## config.mk

```make
export PLATFORM = sky130hd
export DESIGN_NAME = disp_sync_gen
export DESIGN_NICKNAME = d
export VERILOG_FILES = /design/src/rtl/disp_sync_pkg.sv /design/src/rtl/disp_sync_cfg.sv /design/src/rtl/disp_sync_axis.sv /design/src/rtl/disp_sync_gen.sv
export SDC_FILE = /design/constraint.sdc
export NUM_CORES = 1
export LEC_CHECK = 0
export CORE_AREA = 2 2 204 206
export CTS_CLUSTER_SIZE = 25
export DETAILED_ROUTE_END_ITERATION = 10
export DIE_AREA = 0 0 206 208
export PLACE_DENSITY = 0.56
export SYNTH_ARGS = -nofsm -noshare
export SYNTH_HDL_FRONTEND = slang
export SYNTH_SLANG_ARGS = --single-unit
```

## constraint.sdc

```tcl
create_clock -name clk -period 5.4 [get_ports clk]
set_input_delay 1.62 -clock clk [delete_from_list [all_inputs] [get_ports clk]]
set_output_delay 1.62 -clock clk [all_outputs]
set_load 0.03 [all_outputs]
```

## src/rtl/disp_sync_pkg.sv

```systemverilog
package disp_sync_pkg;

  localparam int unsigned NPH = 5;

  typedef enum logic [2:0] {
    PH_REF   = 3'd0,
    PH_SYNC  = 3'd1,
    PH_BACK  = 3'd2,
    PH_ACT   = 3'd3,
    PH_FRONT = 3'd4
  } phase_t;

  function automatic phase_t next_phase(input phase_t p);
    phase_t n;
    case (p)
      PH_REF:   n = PH_SYNC;
      PH_SYNC:  n = PH_BACK;
      PH_BACK:  n = PH_ACT;
      PH_ACT:   n = PH_FRONT;
      default:  n = PH_REF;
    endcase
    return n;
  endfunction

endpackage

```

## src/rtl/disp_sync_cfg.sv

```systemverilog
module disp_sync_cfg
  import disp_sync_pkg::*;
#(
  parameter int FW    = 16,
  parameter int MAX_W = 1366,
  parameter int MAX_H = 768
) (
  input  logic                         clk,
  input  logic                         rst_n,
  input  logic                         load,
  input  logic [NPH-1:0][2*FW-1:0]     words,
  output logic [NPH-1:0][FW-1:0]       h_len,
  output logic [NPH-1:0][FW-1:0]       v_len
);

  localparam logic [FW-1:0] ONE = FW'(1);

  logic [1:0][NPH-1:0][FW-1:0] eff;
  logic [1:0][NPH-1:0][FW-1:0] shadow;

  for (genvar g = 0; g < 2; g++) begin : g_axis
    localparam logic [FW-1:0] LIMIT = (g == 0) ? FW'(MAX_W) : FW'(MAX_H);
    for (genvar p = 0; p < NPH; p++) begin : g_phase
      logic [FW-1:0] raw;
      assign raw = words[p][g*FW +: FW];
      if (p == int'(PH_ACT)) begin : g_clamp
        always_comb begin
          if (raw == '0)          eff[g][p] = ONE;
          else if (raw > LIMIT)   eff[g][p] = LIMIT;
          else                    eff[g][p] = raw;
        end
      end else begin : g_floor
        assign eff[g][p] = (raw == '0) ? ONE : raw;
      end
      always_ff @(posedge clk) begin
        if (!rst_n)     shadow[g][p] <= ONE;
        else if (load)  shadow[g][p] <= eff[g][p];
      end
    end
  end

  assign h_len = shadow[0];
  assign v_len = shadow[1];

endmodule

```

## src/rtl/disp_sync_axis.sv

```systemverilog
module disp_sync_axis
  import disp_sync_pkg::*;
#(
  parameter int FW = 16
) (
  input  logic                   clk,
  input  logic                   rst_n,
  input  logic                   step,
  input  logic [NPH-1:0][FW-1:0] len,
  output phase_t                 phase,
  output logic [FW-1:0]          pos,
  output logic                   wrap
);

  localparam logic [FW-1:0] ONE = FW'(1);

  logic [FW-1:0] cnt;
  logic [FW-1:0] cur_len;
  logic          last;

  always_comb begin
    cur_len = ONE;
    for (int i = 0; i < NPH; i++)
      if (phase == phase_t'(i)) cur_len = len[i];
  end

  assign last = (cnt == cur_len - ONE);
  assign wrap = step && last && (phase == PH_FRONT);

  always_ff @(posedge clk) begin
    if (!rst_n) begin
      phase <= PH_REF;
      cnt   <= '0;
      pos   <= '0;
    end else if (step) begin
      if (last) begin
        phase <= next_phase(phase);
        cnt   <= '0;
        if (phase == PH_BACK) pos <= '0;
      end else begin
        cnt <= cnt + ONE;
        if (phase == PH_ACT) pos <= pos + ONE;
      end
    end
  end

endmodule

```

## src/rtl/disp_sync_gen.sv

```systemverilog
module disp_sync_gen
  import disp_sync_pkg::*;
#(
  parameter int FW    = 16,
  parameter int MAX_W = 1366,
  parameter int MAX_H = 768
) (
  input  logic            clk,
  input  logic            rst_n,
  input  logic            pix_ce,
  input  logic [2*FW-1:0] tm_ref,
  input  logic [2*FW-1:0] tm_sync,
  input  logic [2*FW-1:0] tm_back,
  input  logic [2*FW-1:0] tm_front,
  input  logic [2*FW-1:0] tm_active,
  output logic            hsync,
  output logic            vsync,
  output logic            de,
  output logic [FW-1:0]   pos_x,
  output logic [FW-1:0]   pos_y
);

  logic [NPH-1:0][2*FW-1:0] words;
  logic [NPH-1:0][FW-1:0]   h_len;
  logic [NPH-1:0][FW-1:0]   v_len;
  logic   pending;
  logic   h_step, h_wrap, v_wrap, frame_end, cfg_load;
  phase_t h_phase, v_phase;

  always_comb begin
    words[PH_REF]   = tm_ref;
    words[PH_SYNC]  = tm_sync;
    words[PH_BACK]  = tm_back;
    words[PH_ACT]   = tm_active;
    words[PH_FRONT] = tm_front;
  end

  always_ff @(posedge clk) begin
    if (!rst_n) pending <= 1'b1;
    else        pending <= 1'b0;
  end

  assign h_step    = pix_ce && !pending;
  assign frame_end = h_wrap && v_wrap;
  assign cfg_load  = pending || frame_end;

  disp_sync_cfg #(.FW(FW), .MAX_W(MAX_W), .MAX_H(MAX_H)) u_cfg (
    .clk   (clk),
    .rst_n (rst_n),
    .load  (cfg_load),
    .words (words),
    .h_len (h_len),
    .v_len (v_len)
  );

  disp_sync_axis #(.FW(FW)) u_h (
    .clk   (clk),
    .rst_n (rst_n),
    .step  (h_step),
    .len   (h_len),
    .phase (h_phase),
    .pos   (pos_x),
    .wrap  (h_wrap)
  );

  disp_sync_axis #(.FW(FW)) u_v (
    .clk   (clk),
    .rst_n (rst_n),
    .step  (h_wrap),
    .len   (v_len),
    .phase (v_phase),
    .pos   (pos_y),
    .wrap  (v_wrap)
  );

  assign hsync = (h_phase == PH_SYNC);
  assign vsync = (v_phase == PH_SYNC);
  assign de    = (h_phase == PH_ACT) && (v_phase == PH_ACT);

endmodule

```

# == Yosys cells after proc, flatten, opt, wreduce, memory -nomap -nowiden ==
# Index checks and enable logic that the tools add are counted.
# word_totals
reg_bits,231
latchBits,0
ramBits,0
rom_bits,0
in_bits,163
out_inout_bits,35
wordCells,97
n_memories,0
# op_classes
addsub,6
n_mul,0
div_mod_pow,0
order_cmp,2
n_eq_ne,12
n_shift,0
mux,33
bitwise,0
reduce_logical,27
# ops
operator,count
$mux W16,30
$logic_not A16 Y1,10
$add A16 B1 Y16 const B,4
$eq A16 B16 Y1,2
$sub A16 B1 Y16 const B,2
$pmux W3 S4,2
$gt A16 B10 Y1 const B,1
$gt A16 B11 Y1 const B,1
$eq A3 B2 Y1 const B,4
$logic_and A1 B1 Y1,7
$eq A3 B1 Y1 const B,2
$eq A3 B3 Y1 const B,2
$logic_not A3 Y1,2
$reduce_and A3 Y1,2
$ne A2 B2 Y1 const B,2
$reduce_and A2 Y1,2
$reduce_bool A2 Y1,2
$logic_not A1 Y1,1
$logic_or A1 B1 Y1,1
$mux W1,1

# == Depth between registers and ports, before layout ==
# Gate-level depths: netlist (run 1).
# logic_depth
depth_word,14
mapped_depth,21

# == Cells and area by module ==
# A second synthesis (run 1) with hierarchy kept.
# hier_totals
cells_unflattened,1492
area_unflattened_um2,13326.5
# by_module_without_submodules
module,n_inst,cells_each,area_per_inst_um2,seq_area_each_um2
disp_sync_axis,2,447,3523.4,700.7
disp_sync_cfg,1,588,6200.9,3203.1
disp_sync_gen,1,10,78.8,20.0

# == Worst setup path after synthesis (run 1) ==
# Ideal clock, no wire load.
# synth_timing
path_kind,register to register
start,register u_h.phase[1]
end,register u_cfg.shadow (netlist bit u_cfg.h_len[0])
arrival_time_ns,4.376
required_ns,5.270
slack_ns,0.894
path_stages_with_launch,21
n_path_buf,6
path_cell_list,dfxtp_1 buf_6 buf_6 buf_6 mux2_2 o21ai_0 and2_0 clkbuf_1 ha_1 inv_1 or4_1 nor3_1 or4b_1 nand3_2 nand2_2 nor4_4 a31oi_1 buf_2 buf_2 a311oi_1 o21ai_1
# synth_between
elab_chain_len,14
elab_cells_between_ends,18
classes_between,add/sub: 1; eq/ne: 5; mux: 5; reduce/logical: 7
# synth_rtl
item,line,rtl
from (decl),disp_sync_axis.sv:10,"output phase_t phase,"
from (signal assigned),disp_sync_axis.sv:37,phase <= next_phase(phase);
$logic_not A3 Y1,disp_sync_axis.sv:24,if (phase == phase_t'(i)) cur_len = len[i];
$mux W16 (5 in a row),disp_sync_axis.sv:24,
$sub A16 B1 Y16,disp_sync_axis.sv:27,assign last = (cnt == cur_len - ONE);
$eq A16 B16 Y1,disp_sync_axis.sv:27,
$logic_and A1 B1 Y1,disp_sync_axis.sv:28,assign wrap = step && last && (phase == PH_FRONT);
$logic_and A1 B1 Y1 *,disp_sync_axis.sv:28,
$logic_and A1 B1 Y1 (2 in a row),disp_sync_axis.sv:28,
$logic_and A1 B1 Y1 *,disp_sync_gen.sv:44,assign frame_end = h_wrap && v_wrap;
$logic_or A1 B1 Y1 *,disp_sync_gen.sv:45,assign cfg_load = pending || frame_end;
"to (signal, indexed assignment)",disp_sync_cfg.sv:37,else if (load) shadow[g][p] <= eff[g][p];
to (decl),disp_sync_cfg.sv:19,logic [1:0][NPH-1:0][FW-1:0] shadow;
# Every way passes the cells marked *; elsewhere a longest branch is shown, timed or not.
# A chain may end at the register's enable or synchronous reset.

# == Worst setup path after layout (run 1) ==
# layout_timing
start,register u_v.phase[0]
end,register u_v.cnt[2]
# layout_between
elab_chain_len,9
elab_cells_between_ends,13
classes_between,add/sub: 1; eq/ne: 5; mux: 6; reduce/logical: 1
# layout_rtl
item,line,rtl
from (decl),disp_sync_axis.sv:10,
from (signal assigned),disp_sync_axis.sv:37,
$logic_not A3 Y1,disp_sync_axis.sv:24,
$mux W16 (4 in a row),disp_sync_axis.sv:24,
$mux W16 *,disp_sync_axis.sv:24,
$sub A16 B1 Y16 *,disp_sync_axis.sv:27,
$eq A16 B16 Y1 *,disp_sync_axis.sv:27,
$mux W16 *,disp_sync_axis.sv:36,if (last) begin
to (signal assigned),disp_sync_axis.sv:41,cnt <= cnt + ONE;
to (decl),disp_sync_axis.sv:17,logic [FW-1:0] cnt;
# Marks and branches as above.

==> results of run 1 <==
[final cells by class]
cell class / count / area [sq um]
antenna: 1 / 2.502
clock buffer: 39 / 780.7
clock inverter: 10 / 115.1
fill: 4173 / 25080
inverter: 23 / 88.84
multi-input combinational: 1190 / 6942
sequential: 231 / 4626
tap: 532 / 665.6
timing repair buffer: 227 / 2255
[through the flow]
| stage | setup WS [ns] | std cells | total power [mW] | utilization (%) | hold WS [ns] |
|---|---|---|---|---|---|
| floorplan | 0.8939 | 1542 | 2.103 | - | 0.4268 |
| global placement | 0.8228 | 2203 | 2.348 | 35.94 | 0.4383 |
| detailed placement | 0.6948 | 2203 | 2.351 | 35.94 | 0.4432 |
| CTS | 0.6266 | 2252 | 4.194 | 38.15 | 0.4511 |
| global route | 0.1840 | 2252 | 4.315 | 38.15 | 0.4659 |
| finish | 0.5593 | 2253 | 4.153 | 38.16 | 0.4497 |
[worst register-to-register path: cells and delay by family, from the launching register on]
kind / cells / cell delay (ns)
AO/OA/AOI/OAI: 5 / 1.78
flip-flops: 1 / 0.95
AND/OR/NAND/NOR: 6 / 1.78
buffers and inverters: 1 / 0.19
[placed cells by master (no fill, tap or decap), types with 29 or more instances in the layout]
cell type	count
nor2_1	84
nor4_1	36
nor3_1	34
dfxtp_1	230
a21oi_1	175
nand3_1	56
o21ai_0	45
xnor2_1	29
clkdlybuf4s50_1	196
mux2i_1	38
or3_1	35
and3_1	35
nand2_1	313
[worst max-delay path by stage]
stage	start	to	slack (ns)	depth (start not counted)
after floorplan	u_h.phase[1]	u_cfg.h_len[0]	0.89	20
after global placement	u_h.phase[1]	u_v.cnt[12]	0.82	15
after detailed placement	u_v.phase[0]	u_v.cnt[2]	0.69	12
after CTS	u_v.phase[0]	de	0.63	3
after global routing	u_v.phase[0]	u_v.cnt[15]	0.18	12
final	u_v.phase[0]	u_v.cnt[2]	0.56	12
[flip-flops by register name (all words and copies together) (netlist names)]
signal	flops
u_cfg.h_len	80
pending	1
u_v.pos	16
u_h.pos	16
u_h.phase	3
u_v.phase	3
u_h.cnt	16
u_cfg.v_len	80
u_v.cnt	16
[power breakdown]
part / leakage, nW / internal (mW) / switching [mW]
registers: 1.89 / 1.77 / 0.0419
clock network: 0.448 / 1.10 / 0.733
logic: 3.10 / 0.236 / 0.277
[per-layer routing]
layer  up-vias  wire length (um)
met5         -                 0
met4         0               900
met3        46              1915
met2       347             17080
met1      5554             19360
li1       5856                 -
[cell families (layout without fill, tap and decap cells)]
logic type	count (synthesis)	in the layout	synth area share, %
simple gates	705	705	28.53
compound gates	362	362	18.30
flops	231	231	38.20
buf+inv	121	299	4.702
mux	61	61	5.591
xor+xnor	56	56	4.051
fa+ha+maj	6	6	0.6201
other cells	0	1	0
==> results.md, run 1 <==
- Met3 Track Usage GR: 2.052%
- Cell mode on critical path: and3_1
- Dpl cell area: 14580 sq um
- Area share of the largest cell type after synthesis: 38.20%
- Static Leakage: 5.435 nW
- Met2 Track Usage GR: 27.45%
- Met1 Usage GRT: 26.26%
- Die height: 208 um
- RSZ-0062 raised after global routing: no
- Reg2Reg Setup Slack: 0.56 ns
- Vias post-DR: 11800
- CP peak stage delay: 0.95 ns
- Rows: 74
- Largest net degree at the start of global routing: 86
- Post-synth top area cell: dfxtp_1
- Vias per cell: 5.239
- Clock root cell: clkbuf_16
- Final hold viol count: 0
- Min Tclk post-route: 4.841 ns
- Crit path max-delay family: compound AO/OA/AOI/OAI gates
- Wirelength per Cell: 17.43 um
- Share of layout cells above drive strength 1: 6.919%
- CP max FO: 26
- DR iter-0 viols: 815
- Async SR Flop Fraction: 0%
- Area contributors post-synth: dfxtp_1 38%, nand2_1 9.7%, a21oi_1 7.2%, mux2i_1 3.1%, nor2_1 2.6%
- Post-Syn Area: 12110 sq um
- Syn-to-layout area delta: 27.82%
- CP required: 5.80 ns
- Sink Count: 231
- CP Launch Type: register
- WS Path Type: register to register
- Sum Neg Setup Slack: 0 ns
- Cells resized by post-CTS repair: 0
- Total Routing Usage GR: 17.83%
- Final period util: 89.64%
- Clk Latency, worst-skew pair: 0.54 ns
- WL final: 39.26 mm
- R2R Path Start: u_v.phase[0]
- Number of synthesis warnings: 0
- Max Cap Viol: 0
- Antenna-violating nets left: 0
- Slowest cell on the critical path: dfxtp_1
- P per Cell Area: 268.4 nW/um^2
- First-pass GRT wire length: 61.83 mm
- Worst reg-to-reg path cell count: 12
- Worst-path clk slew: 0.06 ns
- Register bit count reported by yosys: 231
- Post-synth top cells: 313 x nand2_1, 231 x dfxtp_1, 175 x a21oi_1
- Top-count cell post-synth: nand2_1
- Hold Path Sink: u_cfg.h_len[18]
- Synthesized Nets: 1711
- Hold path depth: 2
- Core box area: 40550 sq um
- Post-CTS setup buffer count: 0
- Register area share after synthesis: 38.20%
- Design area: 15470 sq um
- Peak supply drop: 229.2 uV
- HP Class: register to register
- Worst Clk Skew: 0.01117 ns
- I/O pin total: 198
- CP bufs+invs: 1
- Vias in the first global route: 11270
- Synthesized area per cell: 7.851 sq um
- Die area: 42850 sq um
- Max-slew violation count: 0
- Hold buffers post-CTS: 0
- Die Width: 206 um
- CTS buffer count: 27
- Initial Util: 29.85%
- Maximum clock insertion buffer count: 3
- DRC: 0
- DP HPWL: 29.38 mm
- Worst-path cell chain: or2_2 -> o22ai_1 -> a31oi_1 -> nand4_1 -> a2111oi_0 -> o2bb2a_1 -> o2111a_1 -> and3_1 -> buf_4 -> and3_1 -> or2b_1 -> nor2_1
- CTS tree: built
- Drt first pass iters: 7
- Worst slew margin: 35.61%
- Endpoints failing setup: 0
- Synth unique cells: 86
- PortBufs: 197
- Initial antenna violation count: 1
- Grt ovf: 0
- Post-Synthesis Cells: 1542
- RR Endpoint: u_v.cnt[2]
- Worst setup EP type: register
- Top_reg_cell synth: dfxtp_1
- Most used routing layer: met2
- Status: finished, final reports clean
- Arrival time at the worst endpoint: 5.24 ns
- Hold_sp: u_cfg.h_len[18]
- Slew of the pin with the lowest slew margin: 0.9645 ns
- # H-tree levels: 1
- Routability Congestion: 0.8789
- Post-synth EDFFs: 0
- Final nets: 1869
- FMAX: 206.6 MHz
No activity file was read; power rests on OpenSTA's default activity.
==> run 2: changes to the inputs <==
--- a/config.mk
+++ b/config.mk
@@ -9,7 +9,9 @@
 export CTS_CLUSTER_SIZE = 25
 export DETAILED_ROUTE_END_ITERATION = 10
 export DIE_AREA = 0 0 206 208
+export GPL_ROUTABILITY_DRIVEN = 0
 export PLACE_DENSITY = 0.56
+export SKIP_LAST_GASP = 1
 export SYNTH_ARGS = -nofsm -noshare
 export SYNTH_HDL_FRONTEND = slang
 export SYNTH_SLANG_ARGS = --single-unit
==> results of run 2 <==
Same layout as run 1: the final DEF is identical, and so are final timing and power.
